`config.mk`:
```
export PLATFORM = sky130hd
export DESIGN_NAME = xirq_sense_top
export DESIGN_NICKNAME = d
export VERILOG_FILES = /design/src/rtl/xirq_pkg.sv /design/src/rtl/xirq_sync.sv /design/src/rtl/xirq_sense.sv /design/src/rtl/xirq_regs.sv /design/src/rtl/xirq_sense_top.sv
export SDC_FILE = /design/constraint.sdc
export NUM_CORES = 1
export LEC_CHECK = 0
export BUFFER_PORTS_ARGS = -buffer_cell sky130_fd_sc_hd__buf_4
export CAP_MARGIN = 20
export CORE_MARGIN = 2
export CORE_UTILIZATION = 45
export CTS_BUF_LIST = sky130_fd_sc_hd__clkbuf_16
export CTS_CLUSTER_DIAMETER = 100
export DETAILED_ROUTE_END_ITERATION = 16
export PLACE_DENSITY = 0.85
export SETUP_SLACK_MARGIN = 0.2
export SYNTH_ARGS = -nofsm -noshare
export SYNTH_HDL_FRONTEND = slang
export SYNTH_SLANG_ARGS = --single-unit
export TNS_END_PERCENT = 20
```
`constraint.sdc`:
```
create_clock -name clk -period 1.6 [get_ports clk]
set_input_delay 0.24 -clock clk [delete_from_list [all_inputs] [get_ports clk]]
set_output_delay 0.24 -clock clk [all_outputs]
set_load 0.02 [all_outputs]
```
`src/rtl/xirq_pkg.sv`:
```
package xirq_pkg;
  localparam int DW        = 32;
  localparam int AW        = 5;
  localparam int NPIN      = 8;
  localparam int SENSE_TOP = 15;

  localparam logic [AW-1:0] A_PEND  = 5'h00;
  localparam logic [AW-1:0] A_MASK  = 5'h04;
  localparam logic [AW-1:0] A_SENSE = 5'h08;
  localparam logic [AW-1:0] A_FORCE = 5'h0C;
  localparam logic [AW-1:0] A_ROUTE = 5'h10;

  // Bits of a per-pin word that hold a pin (bit DW-1-n for pin n)
  function automatic logic [DW-1:0] pin_field(input int npin);
    logic [DW-1:0] v;
    v = '0;
    for (int n = 0; n < npin; n++) v[DW-1-n] = 1'b1;
    return v;
  endfunction

  // Bits of the sense word that hold a pin (bit SENSE_TOP-n for pin n)
  function automatic logic [DW-1:0] sense_field(input int npin);
    logic [DW-1:0] v;
    v = '0;
    for (int n = 0; n < npin; n++) v[SENSE_TOP-n] = 1'b1;
    return v;
  endfunction
endpackage

```
`src/rtl/xirq_sync.sv`:
```
module xirq_sync #(
  parameter int   WIDTH   = 8,
  parameter int   STAGES  = 2,
  parameter logic RST_VAL = 1'b1
) (
  input  logic             clk,
  input  logic             rst_n,
  input  logic [WIDTH-1:0] d,
  output logic [WIDTH-1:0] q
);
  logic [WIDTH-1:0] stg_q [STAGES];
  logic [WIDTH-1:0] stg_d [STAGES];

  always_comb begin
    stg_d[0] = d;
    for (int i = 1; i < STAGES; i++) stg_d[i] = stg_q[i-1];
  end

  always_ff @(posedge clk or negedge rst_n) begin
    if (!rst_n) begin
      for (int i = 0; i < STAGES; i++) stg_q[i] <= {WIDTH{RST_VAL}};
    end else begin
      for (int i = 0; i < STAGES; i++) stg_q[i] <= stg_d[i];
    end
  end

  assign q = stg_q[STAGES-1];
endmodule

```
`src/rtl/xirq_sense.sv`:
```
module xirq_sense #(
  parameter int NPIN = 8
) (
  input  logic            clk,
  input  logic            rst_n,
  input  logic [NPIN-1:0] lvl_n,      // synchronized pins, active low
  input  logic [NPIN-1:0] edge_mode,  // 1 = falling edge, 0 = low level
  input  logic [NPIN-1:0] clr,        // write-one-to-clear pulses
  output logic [NPIN-1:0] pend
);
  logic [NPIN-1:0] prev_q, prev_d;
  logic [NPIN-1:0] lat_q, lat_d;
  logic [NPIN-1:0] fall;

  always_comb begin
    prev_d = lvl_n;
    fall   = prev_q & ~lvl_n;
    // set beats clear; level-mode pins keep no latch
    lat_d  = edge_mode & (fall | (lat_q & ~clr));
    pend   = (edge_mode & lat_q) | (~edge_mode & ~lvl_n);
  end

  always_ff @(posedge clk or negedge rst_n) begin
    if (!rst_n) begin
      prev_q <= '1;
      lat_q  <= '0;
    end else begin
      prev_q <= prev_d;
      lat_q  <= lat_d;
    end
  end

  for (genvar n = 0; n < NPIN; n++) begin : g_chk

    edge_sets_chk: assert property (@(posedge clk) disable iff (!rst_n)
      (edge_mode[n] && fall[n]) |=> pend[n] || !edge_mode[n]);

    edge_over_clr_chk: assert property (@(posedge clk) disable iff (!rst_n)
      (edge_mode[n] && fall[n] && clr[n]) |=> lat_q[n]);

    edge_hold_chk: assert property (@(posedge clk) disable iff (!rst_n)
      (edge_mode[n] && lat_q[n] && !clr[n]) |=> lat_q[n] || !edge_mode[n]);
  end
endmodule

```
`src/rtl/xirq_regs.sv`:
```
module xirq_regs
  import xirq_pkg::*;
#(
  parameter int NPIN = 8
) (
  input  logic            clk,
  input  logic            rst_n,
  input  logic            wr_en,
  input  logic [AW-1:0]   addr,
  input  logic [DW-1:0]   wdata,
  input  logic [NPIN-1:0] pend,
  output logic [DW-1:0]   rdata,
  output logic [NPIN-1:0] enable,
  output logic [NPIN-1:0] edge_mode,
  output logic [NPIN-1:0] force_req,
  output logic [NPIN-1:0] clr,
  output logic            route_mchk,
  output logic            mchk_dis
);
  localparam logic [DW-1:0] PIN_BITS   = pin_field(NPIN);
  localparam logic [DW-1:0] MASK_BITS  = PIN_BITS | {{(DW-1){1'b0}}, 1'b1};
  localparam logic [DW-1:0] SENSE_BITS = sense_field(NPIN);
  localparam logic [DW-1:0] ROUTE_BITS = {{(DW-1){1'b0}}, 1'b1};

  logic [DW-1:0] mask_q, mask_d;
  logic [DW-1:0] sense_q, sense_d;
  logic [DW-1:0] force_q, force_d;
  logic [DW-1:0] route_q, route_d;
  logic          hit_pend, hit_mask, hit_sense, hit_force, hit_route;
  logic [DW-1:0] pend_word;

  always_comb begin
    hit_pend  = (addr == A_PEND);
    hit_mask  = (addr == A_MASK);
    hit_sense = (addr == A_SENSE);
    hit_force = (addr == A_FORCE);
    hit_route = (addr == A_ROUTE);
    mask_d  = (wr_en && hit_mask)  ? (wdata & MASK_BITS)  : mask_q;
    sense_d = (wr_en && hit_sense) ? (wdata & SENSE_BITS) : sense_q;
    force_d = (wr_en && hit_force) ? (wdata & PIN_BITS)   : force_q;
    route_d = (wr_en && hit_route) ? (wdata & ROUTE_BITS) : route_q;
  end

  always_ff @(posedge clk or negedge rst_n) begin
    if (!rst_n) begin
      mask_q  <= '0;
      sense_q <= '0;
      force_q <= '0;
      route_q <= '0;
    end else begin
      mask_q  <= mask_d;
      sense_q <= sense_d;
      force_q <= force_d;
      route_q <= route_d;
    end
  end

  for (genvar n = 0; n < NPIN; n++) begin : g_map
    assign enable[n]    = mask_q[DW-1-n];
    assign force_req[n] = force_q[DW-1-n];
    assign edge_mode[n] = sense_q[SENSE_TOP-n];
    assign clr[n]       = wr_en && hit_pend && wdata[DW-1-n];
  end

  always_comb begin
    pend_word = '0;
    for (int n = 0; n < NPIN; n++) pend_word[DW-1-n] = pend[n];
    unique case (1'b1)
      hit_pend:  rdata = pend_word;
      hit_mask:  rdata = mask_q;
      hit_sense: rdata = sense_q;
      hit_force: rdata = force_q;
      hit_route: rdata = route_q;
      default:   rdata = '0;
    endcase
  end

  assign route_mchk = mask_q[0];
  assign mchk_dis   = route_q[0];


  unused_zero_chk: assert property (@(posedge clk) disable iff (!rst_n)
    ((mask_q & ~MASK_BITS) == '0) && ((sense_q & ~SENSE_BITS) == '0));
endmodule

```
`src/rtl/xirq_sense_top.sv`:
```
module xirq_sense_top
  import xirq_pkg::*;
#(
  parameter int NPIN      = 8,
  parameter int SYNC_STGS = 2
) (
  input  logic            clk,
  input  logic            rst_n,
  input  logic [NPIN-1:0] pin_n,
  input  logic            wr_en,
  input  logic [AW-1:0]   addr,
  input  logic [DW-1:0]   wdata,
  output logic [DW-1:0]   rdata,
  output logic [NPIN-1:0] irq_req,
  output logic            mchk_o
);
  logic            rst_s;
  logic [NPIN-1:0] lvl_n;
  logic [NPIN-1:0] pend, enable, edge_mode, force_req, clr;
  logic            route_mchk, mchk_dis;
  logic [NPIN-1:0] gated;

  xirq_sync #(.WIDTH(1), .STAGES(2), .RST_VAL(1'b0)) u_rst_sync (
    .clk(clk), .rst_n(rst_n), .d(1'b1), .q(rst_s));

  xirq_sync #(.WIDTH(NPIN), .STAGES(SYNC_STGS), .RST_VAL(1'b1)) u_pin_sync (
    .clk(clk), .rst_n(rst_s), .d(pin_n), .q(lvl_n));

  xirq_sense #(.NPIN(NPIN)) u_sense (
    .clk(clk), .rst_n(rst_s), .lvl_n(lvl_n), .edge_mode(edge_mode),
    .clr(clr), .pend(pend));

  xirq_regs #(.NPIN(NPIN)) u_regs (
    .clk(clk), .rst_n(rst_s), .wr_en(wr_en), .addr(addr), .wdata(wdata),
    .pend(pend), .rdata(rdata), .enable(enable), .edge_mode(edge_mode),
    .force_req(force_req), .clr(clr), .route_mchk(route_mchk),
    .mchk_dis(mchk_dis));

  always_comb begin
    gated      = (pend | force_req) & enable;
    irq_req    = gated;
    irq_req[0] = gated[0] & ~route_mchk;
    mchk_o     = gated[0] & route_mchk & ~mchk_dis;
  end


  mchk_excl_chk: assert property (@(posedge clk) disable iff (!rst_s)
    !(mchk_o && irq_req[0]));

  mchk_dis_chk: assert property (@(posedge clk) disable iff (!rst_s)
    mchk_dis |-> !mchk_o);

  req_needs_en_chk: assert property (@(posedge clk) disable iff (!rst_s)
    (irq_req & ~enable) == '0);
endmodule

```
# Word level (Yosys, flattened, before mapping)

Index checks and enable logic that the tools add are counted.

Flip-flop bits (word level): 60
Bits of input ports: 48
Output and inout bits: 41
Logic and storage cells: 46

Equal/unequal tests: 4
Mux-type cells: 1
Bitwise gates (word level): 17
Reductions and logical operators: 14

Operators by type and width:

| operator                                                               | count |
|---|---|
| 32-bit case mux with 5 select lines                                    | 1 |
| 8-bit bitwise AND                                                      | 6 |
| 8-bit inverter                                                         | 3 |
| 8-bit OR                                                               | 3 |
| 1-bit logical AND                                                      | 13 |
| 5-bit by 4-bit equality test with 1-bit output (second input constant) | 2 |
| 5-bit by 3-bit equality test with 1-bit output (second input constant) | 1 |
| 5-bit equality test (second input constant)                            | 1 |
| 5-bit logical NOT                                                      | 1 |
| 1-bit bitwise AND                                                      | 3 |
| 1-bit inverter                                                         | 2 |

# Depth between registers and ports, before layout

Gate-level depths: netlist of run 1.

Word-level depth: 7
Mapped depth: 4
Gate-level depth less buffers: 3

# By module

From an unflattened synthesis of run 1, not the netlist that was laid out.

Cells, all modules: 221
Area, all modules: 2756.4 µm²

Modules (own cells, without submodules):

| module                  | times used | cells an instance | area an instance (µm²) | sequential area each (µm²) |
|---|---|---|---|---|
| xirq_regs               | 1          | 136               | 1526.5                 | 650.6 |
| xirq_sense              | 1          | 56                | 678.2                  | 410.4 |
| xirq_sync at u_pin_sync | 1          | 16                | 420.4                  | 420.4 |
| xirq_sense_top          | 1          | 11                | 81.3                   | 0.0 |
| xirq_sync at u_rst_sync | 1          | 2                 | 50.0                   | 50.0 |

# Worst setup path after synthesis of run 1

No wires, ideal clock.

Kind: input to output
Start: in addr[2]
End: out rdata[0]
Arrival: 1.661 ns
Data required time: 1.360 ns
Setup slack: -0.301 ns
Stages on the path: 3
Buffers on the path: 1
Path through: buf_2 -> nand3b_1 -> a2111oi_0

Longest elaborated chain between the ends: 2
Elaborated cells on any way between the ends: 6
Those cells by class: eq/ne (4); mux (1); reduce/logical (1)

Ends and longest elaborated chain:

| element                                           | RTL line             | source |
|---|---|---|
| from (decl)                                       | xirq_sense_top.sv:11 | `input logic [AW-1:0] addr,` |
| 5-bit equality test, or another cell as far along | xirq_regs.sv:37      | `hit_route = (addr == A_ROUTE);` |
| 32-bit case mux with 5 select lines *             | xirq_regs.sv:68      | `unique case (1'b1)` |
| to (decl)                                         | xirq_sense_top.sv:13 | `output logic [DW-1:0] rdata,` |

Every way passes the cells marked *; elsewhere a longest branch is shown, timed or not.

# Worst setup path after layout of run 1

Start: in addr[1]
End: out rdata[11]

Same word-level chain as after synthesis.

==> run summary, run 1 <==
Status - finished with violations
Violated checks - setup timing
Clock transition at path regs - 50 ps
Hold Crit Class - in -> reg
Internal power - 3.42 mW
Final hold vios - 0
DRC - 0
Ys Warns - 0
Core area - 0.00585 mm2
Wire length per cell - 15.0 um
GRT overflow - 0
Achievable Freq - 615 MHz
Initial antenna violation count - 0
Fin. max-slew vios - 0
Setup violations, final - 7
GRT Overall Usage - 19.2%
Setup ws final - -25.9 ps
Hold depth - 1
Starting density of the core - 46.0%
Share of post-route cells with drive strength above 1 - 55.5%
R2R depth - 4
Worst Path Max Fanout - 5
Kind of critical path - in -> out
Final layout net count - 353
Vias in the first global route - 1983
EDFF count, synth - 0
Pin count of the biggest net entering global routing - 31
ANT cells - 0
Area Overhead vs Synth - 40.2%
Switching part of the total power - 24.0%
Die height - 81.4 um
Most used DFF post-synth - dfrtp_1
Crit start category - input port
Antenna Violating Nets Remaining - 0
First-pass DRT Iterations - 4
Layout Skew - 4.03 ps
Die area - 0.00662 mm2
Root Driver - clkbuf_16
Sw power - 1.08 mW
Post-synthesis instance total - 221
Clock buffer depth - 2
Post-synth cell types - 28
Reg2Reg Launch Point - u_pin_sync.q[0]$_DFF_PN1_
Seq pwr share - 41.8%
RSZ-0062 raised after global routing - true
DR iter-0 viols - 97
Finished Core Util - 64.5%
Gpl congestion - 0.782
DRT Wirelength - 5770 um
Mapped Avg Cell Area - 12.2 um2
Cell Area, Synth - 0.00269 mm2
Part of the cycle the worst path needs - 102%
First-pass GRT wire length - 9110 um
Clock power share - 43.7%
Kind of end point of the critical path - output port
Worst vdd ir - 0.918 mV
Seq/Total Area, Yosys - 56.9%
Post-synth ARST share - 100%
Placement Rows - 28
CTS buffer count - 9
Clock latency on the worst-skew pair - 320 ps
CP Launch Point - addr[1]
Clk sinks - 60
Leakage - 1.72 nW
Vias - 1937
Hpwl dp - 3930 um
Synthesized flop and latch total - 60
Maxcap violations - 0
Final hold slack - 22.5 ps
# IOs - 89
Max H-tree Level - 3
Die width - 81.4 um
Min-Delay Startpoint - pin_n[7]
Pwr Density - 1190 mW/mm2
Combinational Power Share - 14.5%
Vias per Instance - 5.03
CTS tree - done
Crit path time final - 1630 ps
IO Port Bufs - 58
WP data arrival - 1390 ps
WP data required - 1360 ps
[final cells by class]
| type | instances | area (um2) |
|---|---|---|
| tap | 75 | 93.8 |
| clock buffer | 9 | 225 |
| clock inverter | 7 | 83.8 |
| timing repair buffer | 81 | 702 |
| multi-input combinational | 153 | 1140 |
| sequential | 60 | 1530 |
| fill | 441 | 2070 |
[power by group through the flow]
stage,Clock [mW],Combinational [mW],Sequential (mW)
2_1_floorplan,0,0.380,1.86
5_1_grt,2.08,0.711,1.90
3_5_place_dp,0,0.580,1.88
6_report,1.96,0.651,1.88
3_3_place_gp,0,0.561,1.87
4_1_cts,2.00,0.646,1.87
[Yosys cell counts (7+ instances only)]
master    number  area, um2
nand3_1        8       40.0
a31oi_1        8       50.1
dfrtp_1       36        901
dfstp_2       24        631
buf_4         15        113
nor2b_1       16        100
o31a_1         7       61.3
a21oi_1        8       40.0
mux2_2        26        293
nand3b_1      10       75.1
and2_1        16        100
nor2_1        11       41.3
o21ai_0       16       80.1
[layout by cell type (no fill, tap or decap), types with 2 or more instances in the layout]
master / n
buf_4: 60
dfrtp_1: 35
mux2_2: 26
dfstp_2: 24
buf_6: 17
nor2b_1: 16
conb_1: 16
and2_4: 13
nand3b_1: 10
clkbuf_16: 9
nand3_1: 8
a31oi_1: 8
o21ai_0: 8
a21oi_1: 8
nor2_1: 7
o21ai_1: 7
o31a_1: 7
nor2_2: 3
and2_1: 3
nand3b_2: 2
bufinv_16: 2
inv_1: 2
buf_8: 2
[metal layers]
layer  up-vias  part of all wire (%)  track usage [%]
li1        920                     -                -
met1       954                    42             22.9
met2        55                    51             31.6
met3         8                   4.8             5.33
met4         0                   2.0             9.66
met5         -                     0                0
[worst paths after layout]
path | end | slack, ps
min reg2reg | u_regs.force_q[28]$_DFFE_PN0P_ | 270
min in group asynchronous | u_rst_sync.stg_d[0]$_DFF_PN0_ | 240
min | u_pin_sync.stg_d[7]$_DFF_PN1_ | 20
max reg2reg | u_sense.lat_q[0]$_DFF_PN0_ | 570
max in group asynchronous | u_sense.prev_q[6]$_DFF_PN1_ | 1000
max | rdata[11] | -30
[critical path, stage by stage]
cell and delay (ps):
buf_8 90, or3_4 400, nor3b_4 230, buf_6 170, and2_4 150, buf_6 110
[logic make-up (layout without fill, tap and decap cells)]
family / count (synthesis) / count (layout) / synth area share (%)
compound gates: 41 / 41 / 9.20
mux: 26 / 26 / 10.9
buf+inv: 22 / 97 / 5.81
flops: 60 / 60 / 56.9
simple gates: 70 / 70 / 17.0
other cells: 2 / 16 / 0.279
[flip-flops by register name, indices dropped and copies added, names as in the netlist]
register          flops
u_regs.mask_q         9
u_pin_sync.q          8
u_pin_sync.stg_d      8
u_regs.force_q        8
u_regs.sense_q        8
u_sense.lat_q         8
u_sense.prev_q        8
u_regs.route_q        1
u_rst_sync.q          1
u_rst_sync.stg_d      1
[stage by stage]
stage	std cells	power, mW	TNS (ps)	setup slack [ps]	area [um2]
after detailed placement	363	2.46	-572	-86.3	3260
after global placement	363	2.43	-532	-82.8	3260
after floorplan	235	2.24	-45.5	-45.5	2750
after global routing	385	4.69	-916	-73.0	3780
final	385	4.49	-144	-25.9	3780
after CTS	383	4.52	-248	-42.0	3730
[repair_timing]
action,in CTS,in global routing
setup buffers,3,2
gates resized for setup,43,10
hold buffers,1,0
setup endpoints to repair,26,26
pin swaps,23,9
endpoints found under the hold margin,2,0
(Power assumes the default switching activity.)
==> run 2: changes to the inputs <==
CORE_ASPECT_RATIO = 1.2   (was default)
RECOVER_POWER = 25   (was default)
==> run 2 against run 1 <==
Compared with the run above: the flow still finishes with violations (setup timing); sequential share of layout area shrank 0.23 points; first-iteration DRC count shrank 40%; sequential cell count is the same; setup slack gained 4.0 ps; final cell count grew 1.3%; non-clock buffer count is the same; power is essentially flat; via count grew 0.83%; sequential power is essentially flat; clock skew shrank 1.3 ps; critical endpoint is now rdata[8]; largest cell class unchanged.
==> run summary, run 2 (synthesis results as in run 1) <==
Status - finished with violations
Violated checks - setup timing
GRT Overall Usage - 19.4%
Kind of end point of the critical path - output port
Crit start category - input port
Area Overhead vs Synth - 41.3%
Top reg by flops - u_regs.mask_q
Wire length per cell - 15.4 um
Leakage - 1.71 nW
Clk sinks - 60
Clock latency on the worst-skew pair - 310 ps
ANT cells - 0
Hold Crit Class - in -> reg
Worst vdd ir - 1.16 mV
DR iter-0 viols - 58
Achievable Freq - 617 MHz
Max reg flops - 9
Post-DP Area - 0.00327 mm2
Worst-Margin Slew - 752 ps
GR peak layer - met2
Combinational Power Share - 14.9%
Slew margin rel. - 49.9%
Internal power - 3.43 mW
Vias per Instance - 5.01
Hpwl dp - 3980 um
Gpl congestion - 0.721
Clock transition at path regs - 50 ps
Kind of critical path - in -> out
GRT overflow - 0
Final Instance Area - 0.00380 mm2
DRC - 0
First-pass DRT Iterations - 4
Post-Layout Cell Count - 390
Pwr Density - 1180 mW/mm2
Sw power - 1.07 mW
Clock power share - 43.3%
Vias - 1953
Maxcap violations - 0
WP data required - 1360 ps
Final layout net count - 353
CTS buffer count - 9
# IOs - 89
Commonest non-fill, non-tap cell in the layout - buf_4
Placement Rows - 30
Met1 GRT Util - 23.3%
DRT Wirelength - 6000 um
Layout Skew - 2.73 ps
Setup ws final - -21.9 ps
Seq pwr share - 41.8%
Most frequent cells in the layout - buf_4, dfrtp_1, mux2_2
Die area - 0.00662 mm2
WP data arrival - 1380 ps
Die height - 88.7 um
Core area - 0.00571 mm2
Initial antenna violation count - 0
Crit path time final - 1620 ps
CTS tree - done
Final hold vios - 0
Fill cells - 456
Antenna Violating Nets Remaining - 0
Clock buffer depth - 2
Die width - 74.6 um
Setup violations, final - 6
Share of post-route cells with drive strength above 1 - 57.4%
Vias in the first global route - 1991
IO Port Bufs - 58
Pin count of the biggest net entering global routing - 59
First-pass GRT wire length - 9320 um
Fin. max-slew vios - 0
M2 GR Usage - 32.8%
RSZ-0062 raised after global routing - true
Max H-tree Level - 3
Grt met3 use - 4.56%
Starting density of the core - 47.2%
Root Driver - clkbuf_16
Switching part of the total power - 23.7%
Inst Count DP - 367
Worst Path Max Fanout - 5
Part of the cycle the worst path needs - 101%
## run 2: power by group through the flow
| stage | clock network, mW | logic [mW] | registers [mW] |
|---|---|---|---|
| 6_report | 1.95 | 0.669 | 1.88 |
| 5_1_grt | 2.06 | 0.730 | 1.91 |
| 4_1_cts | 1.99 | 0.642 | 1.86 |
| 3_5_place_dp | 0 | 0.584 | 1.88 |
| 3_3_place_gp | 0 | 0.563 | 1.87 |
| 2_1_floorplan | 0 | 0.380 | 1.86 |
## run 2: worst max-delay path, stage by stage
cell     delay, ps
buf_8           90
or3_4          400
nor3b_4        230
buf_6          170
and2_4         140
buf_6          110
## run 2: layout make-up
cell class | instances | area, um2 | share of cell area [%]
clock buffer | 9 | 225 | 5.92
clock inverter | 7 | 82.6 | 2.17
multi-input combinational | 153 | 1160 | 30.6
sequential | 60 | 1540 | 40.4
tap | 80 | 100 | 2.63
timing repair buffer | 81 | 698 | 18.4
## run 2: routing by layer
layer  up-vias  routed length, um
li1        920                  -
met1       973               2390
met2        52               3280
met3         8                244
met4         0                 85
met5         -                  0
## run 2: per-stage QoR
stage | setup TNS (ps) | utilization (%) | hold WS (ps) | worst slack, ps | total power, mW
final | -104 | 66.7 | 32.8 | -21.9 | 4.50
after CTS | -269 | 65.3 | 17.6 | -39.8 | 4.50
after global routing | -785 | 66.7 | 20.6 | -97.8 | 4.70
after global placement | -551 | 57.3 | 22.7 | -82.2 | 2.43
after detailed placement | -562 | 57.3 | 23.0 | -89.8 | 2.46
after floorplan | -45.5 | - | -55.6 | -45.5 | 2.24
## run 2: repair_timing
action / in CTS / in global routing
pin swaps: 21 / 14
hold buffers: 1 / 0
gates resized for setup: 39 / 21
setup endpoints to repair: 26 / 26
setup buffers: 3 / 3
hold endpoints to repair: 2 / 0
## run 2: final timing paths
path	depth (start not counted)	to	slack, ps	startpoint
worst max-delay path	6	rdata[8]	-20	addr[1]
worst min-delay path	1	u_pin_sync.stg_d[0]$_DFF_PN1_	30	pin_n[0]
worst max register to register	4	u_sense.lat_q[0]$_DFF_PN0_	570	u_pin_sync.q[0]$_DFF_PN1_
worst min register to register	0	u_rst_sync.q$_DFF_PN0_	350	u_rst_sync.stg_d[0]$_DFF_PN0_
max in group asynchronous	1	u_regs.sense_q[15]$_DFFE_PN0P_	620	u_rst_sync.q$_DFF_PN0_
min in group asynchronous	2	u_rst_sync.stg_d[0]$_DFF_PN0_	240	rst_n
